**src/rtl/eraseSeqPkg.sv**
```systemverilog
package eraseSeqPkg;

  localparam int BYTE_W = 8;

  localparam logic [BYTE_W-1:0] CMD_ERASE  = 8'h20;
  localparam logic [BYTE_W-1:0] CMD_VERIFY = 8'hA0;
  localparam logic [BYTE_W-1:0] CMD_READ   = 8'h00;
  localparam logic [BYTE_W-1:0] BLANK_BYTE = 8'hFF;
  localparam logic [BYTE_W-1:0] PRE_BYTE   = 8'h00;

  // strobes from control to datapath
  typedef struct packed {
    logic ptrClr;
    logic ptrInc;
    logic tmrLoadErase;
    logic tmrLoadRecover;
    logic pulseClr;
    logic pulseInc;
  } eraseStrobe_t;

  // status from datapath to control
  typedef struct packed {
    logic ptrLast;
    logic tmrZero;
    logic pulseLimit;
    logic byteBlank;
  } eraseStatus_t;

  typedef enum logic [3:0] {
    ST_IDLE,
    ST_PRE,
    ST_SETUP,
    ST_ARM,
    ST_SOAK,
    ST_VCMD,
    ST_VREC,
    ST_VREAD,
    ST_VCHK,
    ST_FINISH
  } eraseState_t;

endpackage

```
**src/rtl/eraseSeqDatapath.sv**
```systemverilog
module eraseSeqDatapath
  import eraseSeqPkg::*;
#(
  parameter int ARRAY_BYTES = 131072,
  parameter int ADDR_W      = 17,
  parameter int ERASE_CYC   = 16,
  parameter int RECOVER_CYC = 6,
  parameter int MAX_PULSES  = 1000,
  parameter int CNT_W       = 10,
  parameter int TMR_W       = 5
) (
  input  logic                clk,
  input  logic                rstN,
  input  eraseStrobe_t        strobe,
  input  logic [BYTE_W-1:0]   busRdata,
  output eraseStatus_t        status,
  output logic [ADDR_W-1:0]   ptr,
  output logic [CNT_W-1:0]    pulseCnt
);

  localparam logic [ADDR_W-1:0] LAST_ADDR    = ADDR_W'(ARRAY_BYTES - 1);
  localparam logic [TMR_W-1:0]  ERASE_LOAD   = TMR_W'(ERASE_CYC - 1);
  localparam logic [TMR_W-1:0]  RECOVER_LOAD = TMR_W'(RECOVER_CYC - 1);
  localparam logic [CNT_W-1:0]  PULSE_MAX    = CNT_W'(MAX_PULSES);

  logic [TMR_W-1:0] tmr;

  // verify pointer, doubles as preconditioning address
  always_ff @(posedge clk or negedge rstN) begin
    if (!rstN) begin
      ptr <= '0;
    end else if (strobe.ptrClr) begin
      ptr <= '0;
    end else if (strobe.ptrInc) begin
      ptr <= ptr + 1'b1;
    end
  end

  // shared down-counter for soak and recovery waits
  always_ff @(posedge clk or negedge rstN) begin
    if (!rstN) begin
      tmr <= '0;
    end else if (strobe.tmrLoadErase) begin
      tmr <= ERASE_LOAD;
    end else if (strobe.tmrLoadRecover) begin
      tmr <= RECOVER_LOAD;
    end else if (tmr != '0) begin
      tmr <= tmr - 1'b1;
    end
  end

  always_ff @(posedge clk or negedge rstN) begin
    if (!rstN) begin
      pulseCnt <= '0;
    end else if (strobe.pulseClr) begin
      pulseCnt <= '0;
    end else if (strobe.pulseInc) begin
      pulseCnt <= pulseCnt + 1'b1;
    end
  end

  always_comb begin
    status.ptrLast    = (ptr == LAST_ADDR);
    status.tmrZero    = (tmr == '0);
    status.pulseLimit = (pulseCnt == PULSE_MAX);
    status.byteBlank  = (busRdata == BLANK_BYTE);
  end

endmodule

```
**src/rtl/eraseSeqControl.sv**
```systemverilog
module eraseSeqControl
  import eraseSeqPkg::*;
(
  input  logic              clk,
  input  logic              rstN,
  input  logic              start,
  input  logic              pgmAck,
  input  eraseStatus_t      status,
  output eraseStrobe_t      strobe,
  output logic              pgmReq,
  output logic              busWr,
  output logic              busRd,
  output logic [BYTE_W-1:0] busWdata,
  output logic              busy,
  output logic              done,
  output logic              fail
);

  eraseState_t state, stateNext;
  logic        failPend, failPendNext;

  always_ff @(posedge clk or negedge rstN) begin
    if (!rstN) begin
      state    <= ST_IDLE;
      failPend <= 1'b0;
    end else begin
      state    <= stateNext;
      failPend <= failPendNext;
    end
  end

  always_comb begin
    stateNext    = state;
    failPendNext = failPend;
    strobe       = '0;
    pgmReq       = 1'b0;
    busWr        = 1'b0;
    busRd        = 1'b0;
    busWdata     = CMD_READ;
    unique case (state)
      ST_IDLE: begin
        if (start) begin
          strobe.ptrClr   = 1'b1;
          strobe.pulseClr = 1'b1;
          failPendNext    = 1'b0;
          stateNext       = ST_PRE;
        end
      end
      ST_PRE: begin
        pgmReq = 1'b1;
        if (pgmAck) begin
          if (status.ptrLast) begin
            strobe.ptrClr = 1'b1;
            stateNext     = ST_SETUP;
          end else begin
            strobe.ptrInc = 1'b1;
          end
        end
      end
      ST_SETUP: begin
        busWr     = 1'b1;
        busWdata  = CMD_ERASE;
        stateNext = ST_ARM;
      end
      ST_ARM: begin
        busWr               = 1'b1;
        busWdata            = CMD_ERASE;
        strobe.pulseInc     = 1'b1;
        strobe.tmrLoadErase = 1'b1;
        stateNext           = ST_SOAK;
      end
      ST_SOAK: begin
        if (status.tmrZero) stateNext = ST_VCMD;
      end
      ST_VCMD: begin
        busWr                 = 1'b1;
        busWdata              = CMD_VERIFY;
        strobe.tmrLoadRecover = 1'b1;
        stateNext             = ST_VREC;
      end
      ST_VREC: begin
        if (status.tmrZero) stateNext = ST_VREAD;
      end
      ST_VREAD: begin
        busRd     = 1'b1;
        stateNext = ST_VCHK;
      end
      ST_VCHK: begin
        if (status.byteBlank) begin
          if (status.ptrLast) begin
            stateNext = ST_FINISH;
          end else begin
            strobe.ptrInc = 1'b1;
            stateNext     = ST_VCMD;
          end
        end else if (status.pulseLimit) begin
          failPendNext = 1'b1;
          stateNext    = ST_FINISH;
        end else begin
          stateNext = ST_SETUP;
        end
      end
      ST_FINISH: begin
        busWr     = 1'b1;
        busWdata  = CMD_READ;
        stateNext = ST_IDLE;
      end
      default: stateNext = ST_IDLE;
    endcase
  end

  // completion flags held until the next run
  always_ff @(posedge clk or negedge rstN) begin
    if (!rstN) begin
      done <= 1'b0;
      fail <= 1'b0;
    end else if (state == ST_IDLE && start) begin
      done <= 1'b0;
      fail <= 1'b0;
    end else if (state == ST_FINISH) begin
      done <= 1'b1;
      fail <= failPend;
    end
  end

  assign busy = (state != ST_IDLE);

endmodule

```
**src/rtl/chipEraseSeq.sv**
```systemverilog
module chipEraseSeq
  import eraseSeqPkg::*;
#(
  parameter int ARRAY_BYTES = 131072,
  parameter int ERASE_CYC   = 475000,
  parameter int RECOVER_CYC = 6,
  parameter int MAX_PULSES  = 1000,
  localparam int ADDR_W     = $clog2(ARRAY_BYTES),
  localparam int CNT_W      = $clog2(MAX_PULSES + 1)
) (
  input  logic              clk,
  input  logic              rstN,
  input  logic              start,
  output logic              pgmReq,
  output logic [ADDR_W-1:0] pgmAddr,
  output logic [7:0]        pgmData,
  input  logic              pgmAck,
  output logic              busWr,
  output logic              busRd,
  output logic [ADDR_W-1:0] busAddr,
  output logic [7:0]        busWdata,
  input  logic [7:0]        busRdata,
  output logic              busy,
  output logic              done,
  output logic              fail,
  output logic [CNT_W-1:0]  pulseCount
);

  localparam int TMR_MAX = (ERASE_CYC > RECOVER_CYC) ? ERASE_CYC : RECOVER_CYC;
  localparam int TMR_W   = $clog2(TMR_MAX + 1);

  eraseStrobe_t      strobe;
  eraseStatus_t      status;
  logic [ADDR_W-1:0] ptr;

  eraseSeqControl ctl_i (
    .clk      (clk),
    .rstN     (rstN),
    .start    (start),
    .pgmAck   (pgmAck),
    .status   (status),
    .strobe   (strobe),
    .pgmReq   (pgmReq),
    .busWr    (busWr),
    .busRd    (busRd),
    .busWdata (busWdata),
    .busy     (busy),
    .done     (done),
    .fail     (fail)
  );

  eraseSeqDatapath #(
    .ARRAY_BYTES (ARRAY_BYTES),
    .ADDR_W      (ADDR_W),
    .ERASE_CYC   (ERASE_CYC),
    .RECOVER_CYC (RECOVER_CYC),
    .MAX_PULSES  (MAX_PULSES),
    .CNT_W       (CNT_W),
    .TMR_W       (TMR_W)
  ) dp_i (
    .clk      (clk),
    .rstN     (rstN),
    .strobe   (strobe),
    .busRdata (busRdata),
    .status   (status),
    .ptr      (ptr),
    .pulseCnt (pulseCount)
  );

  assign pgmAddr = ptr;
  assign busAddr = ptr;
  assign pgmData = PRE_BYTE;

endmodule

```
**config.mk**
```make
export PLATFORM = sky130hd
export DESIGN_NAME = chipEraseSeq
export DESIGN_NICKNAME = d
export VERILOG_FILES = /design/src/rtl/eraseSeqPkg.sv /design/src/rtl/eraseSeqDatapath.sv /design/src/rtl/eraseSeqControl.sv /design/src/rtl/chipEraseSeq.sv
export SDC_FILE = /design/constraint.sdc
export NUM_CORES = 1
export LEC_CHECK = 0
export CORE_MARGIN = 2
export CORE_UTILIZATION = 54
export DETAILED_ROUTE_END_ITERATION = 10
export GPL_TIMING_DRIVEN = 0
export PLACE_DENSITY = 0.86
export SYNTH_ARGS = -nofsm -noshare
export SYNTH_HDL_FRONTEND = slang
export SYNTH_SLANG_ARGS = --single-unit
```
**constraint.sdc**
```tcl
create_clock -name clk -period 5.3 [get_ports clk]
set_clock_uncertainty 0.05 [all_clocks]
set_input_delay 0.795 -clock clk [delete_from_list [all_inputs] [get_ports clk]]
set_output_delay 0.795 -clock clk [all_outputs]
set_load 0.01 [all_outputs]
```
==> results.py <==
metrics = {
    "status": {
        "outcome": "finished, final reports clean",
    },
    "final_layout": {
        "final_core_utilization_pct": 72.2,
        "commonest_non_fill_non_tap_cells_in_the_layout": "clkdlybuf4s50_1, dfrtp_1, nor2_1",
        "antennaDiodeCount": 0,
        "fin_nets": 441,
        "final_cells": 496,
        "filler_cell_count": 459,
        "multi_input_area_sq_mm": 0.00156,
        "area.growth.synth_to_final_pct": 27.6,
        "final_layout_size_suffix_gt1_share_pct": 14.4,
        "area.sequential_sq_mm": 0.00133,
        "post-route-cell-area_sq_mm": 0.00403,
        "layout_commonest_cell": "clkdlybuf4s50_1",
    },
    "routing": {
        "drtAntennaViolNets": 0,
        "via_count": 2624,
        "first_drt_pass_iteration_count": 4,
        "drt_iter0_markers": 119,
        "routed_wirelength_microns": 6880,
        "detail_route.wl_per_cell_microns": 13.9,
        "avgViaCountPerCell": 5.29,
        "drc": 0,
    },
    "worst_setup_path": {
        "cp_data_required_time_ns": 4.45,
        "cp-startpoint": "ctl_i.state[2]",
        "cpLargestDelayFamily": "buffers and inverters",
        "crit_chain": "buf_4, or4b_1, inv_1, clkdlybuf4s50_1",
        "startpoint_class_of_the_critical_path": "register",
        "critPathArrivalTime_ns": 2.17,
        "critical_path.max_stage_delay_ns": 0.62,
        "critical_path.endpoint_type": "output pin",
        "critPathMaxFanout": 10,
        "critical_path_class": "register to output pin",
        "critical_path_buf_inv_count": 3,
        "critical_path.reg2reg.startpoint": "dp_i.ptr[7]",
        "critical_path.slowest_cell": "or4b_1",
        "regToRegSetupSlack_ns": 2.73,
    },
    "sta": {
        "fin_hold_ws_ns": 0.351,
        "max_slew_headroom_pct": 63.9,
        "timing_worst_slew_pin_value_ns": 0.538,
        "hold_viol": 0,
        "finalMaxSlewViolations": 0,
        "setup_viol": 0,
        "rsz0062_at_grt": "no",
        "worst_slack_ns": 2.29,
        "post-route-min-period_ns": 3.01,
        "timing.final.crit_share_pct": 56.8,
        "total_negative_slack_ns": 0,
        "max_clock_freq_mhz": 332,
    },
    "logic_synthesis": {
        "netlist.area_leader.share_pct": 42.0,
        "synthesis.instances": 339,
        "synthesis.area_per_instance_sq_um": 9.30,
        "synth_area_sq_mm": 0.00315,
        "synth_warnings": 0,
        "synth.area.top_cells": "dfrtp_1, buf_4, xor2_1, nor2_1, xnor2_1",
        "synth_cell_types": 53,
        "most_used_dff_post_synth": "dfrtp_1",
        "synth_sequential_area_ratio_pct": 42.0,
        "asyncSetResetFlopFracSynth_pct": 100,
        "synth_enable_flop_cells": 0,
        "yosys.area.top_type": "dfrtp_1",
        "ys_ff_latch": 53,
    },
    "cts": {
        "clk_pin_slew_worst_paths_ns": 0.10,
        "clock_sinks": 53,
        "cts_buffer_depth": 2,
        "ctsHtreeMaxLevel": 2,
        "root_buffer": "clkbuf_8",
        "holdBufCountCts": 0,
        "cts.repair.resized": 0,
        "post_cts_buffers": 0,
        "worst_skew_pair_latency_ns": 0.31,
        "tritoncts": "yes",
        "cts_inserted_buffers": 5,
    },
    "floorplanning": {
        "floorplan.rows": 27,
        "floorplan.initialDensity_pct": 56.6,
        "dieArea_sq_mm": 0.00647,
        "coreArea_sq_mm": 0.00557,
        "io-pin-count": 78,
        "floorplan.die.height_microns": 80.4,
        "die_width_microns": 80.4,
    },
    "power_and_ir_drop": {
        "pwr_density_cell_mw_per_mm2": 400,
        "power_leakage_nw": 1.77,
        "power.total_mw": 1.61,
        "maximum_resistive_drop_on_vdd_uv": 195,
    },
    "placement": {
        "detailed_place_hpwl_microns": 5180,
        "portBuffers": 63,
        "placed_area_sq_mm": 0.00394,
        "dp_cells": 488,
        "globalplace.congestion": 0.853,
        "dp_worst_setup_slack_ns": 2.60,
    },
    "global_route": {
        "grt_pass1_vias": 2616,
        "grt_first_pass_wirelength_microns": 11700,
        "grt_util_all_layers_pct": 22.8,
        "antenna_found_initial": 0,
        "grt_start_max_net_pins": 39,
        "global_route.overflow_total": 0,
    },
    "run": {
        "maxCapViolations": 0,
    },
    "min_path": {
        "hp-class": "primary input to asynchronous set/reset pin",
    },
}
[per-layer routing]
metal / global-route usage, % / vias to the layer above / wire length, microns
met5: 0 / - / 0
met4: 6.61 / 0 / 62
met3: 5.51 / 8 / 421
met2: 38.9 / 81 / 3400
met1: 28.7 / 1260 / 3000
li1: - / 1275 / -
[report_power, final]
part           leakage [nW]  switching, mW  internal (mW)
clock                0.0439          0.133         0.0915
sequential            0.691          0.137          0.526
combinational          1.04          0.361          0.362
[kinds of logic (layout without fill, tap and decap cells)]
family	count (synthesis)	after routing	synth area share, %
AOI/OAI and AO/OA	34	34	7.26
xor gates and xnor gates	38	38	10.6
adders and majority gates	6	6	2.38
buffers and inverters	50	122	10.2
DFF	53	53	42.0
muxes	8	8	2.66
other	1	14	0.119
and+or+nand+nor	149	149	24.8
[worst paths after layout]
path | to | cells after the start
worst max-delay path | pgmReq | 4
worst min-delay path | dp_i.ptr[15] | 1
worst max register to register | dp_i.ptr[15] | 9
worst min register to register | ctl_i.done | 2
max in group asynchronous | dp_i.pulseCnt[7] | 2
min in group clk | ctl_i.done | 2
[Yosys cell counts, drive strengths merged, types with 3 or more instances]
| library cell | number |
|---|---|
| mux2i | 5 |
| nor3 | 13 |
| nor2b | 4 |
| mux2 | 3 |
| o21ai | 18 |
| inv | 9 |
| xnor2 | 14 |
| nor4 | 3 |
| nor2 | 46 |
| nand4 | 11 |
| nand2 | 31 |
| and3 | 6 |
| o22ai | 3 |
| xor2 | 24 |
| dfrtp | 53 |
| nand3b | 3 |
| clkbuf | 4 |
| ha | 6 |
| nand3 | 13 |
| buf | 37 |
| a21oi | 3 |
[cell type report]
type | count | area share [%]
Multi-Input combinational cell | 249 | 38.6
Clock inverter | 3 | 0.435
Timing Repair Buffer | 64 | 16.0
Inverter | 9 | 0.839
Buffer | 41 | 7.15
Tap cell | 72 | 2.24
Clock buffer | 5 | 1.71
Sequential cell | 53 | 32.9
[sequential cells by signal (all words and copies together), names as in the netlist]
signal,count
ctl_i.fail,1
dp_i.tmr,19
ctl_i.done,1
ctl_i.state,4
dp_i.pulseCnt,10
dp_i.ptr,17
ctl_i.failPend,1
Note: power is estimated with default switching activity, not from simulation.
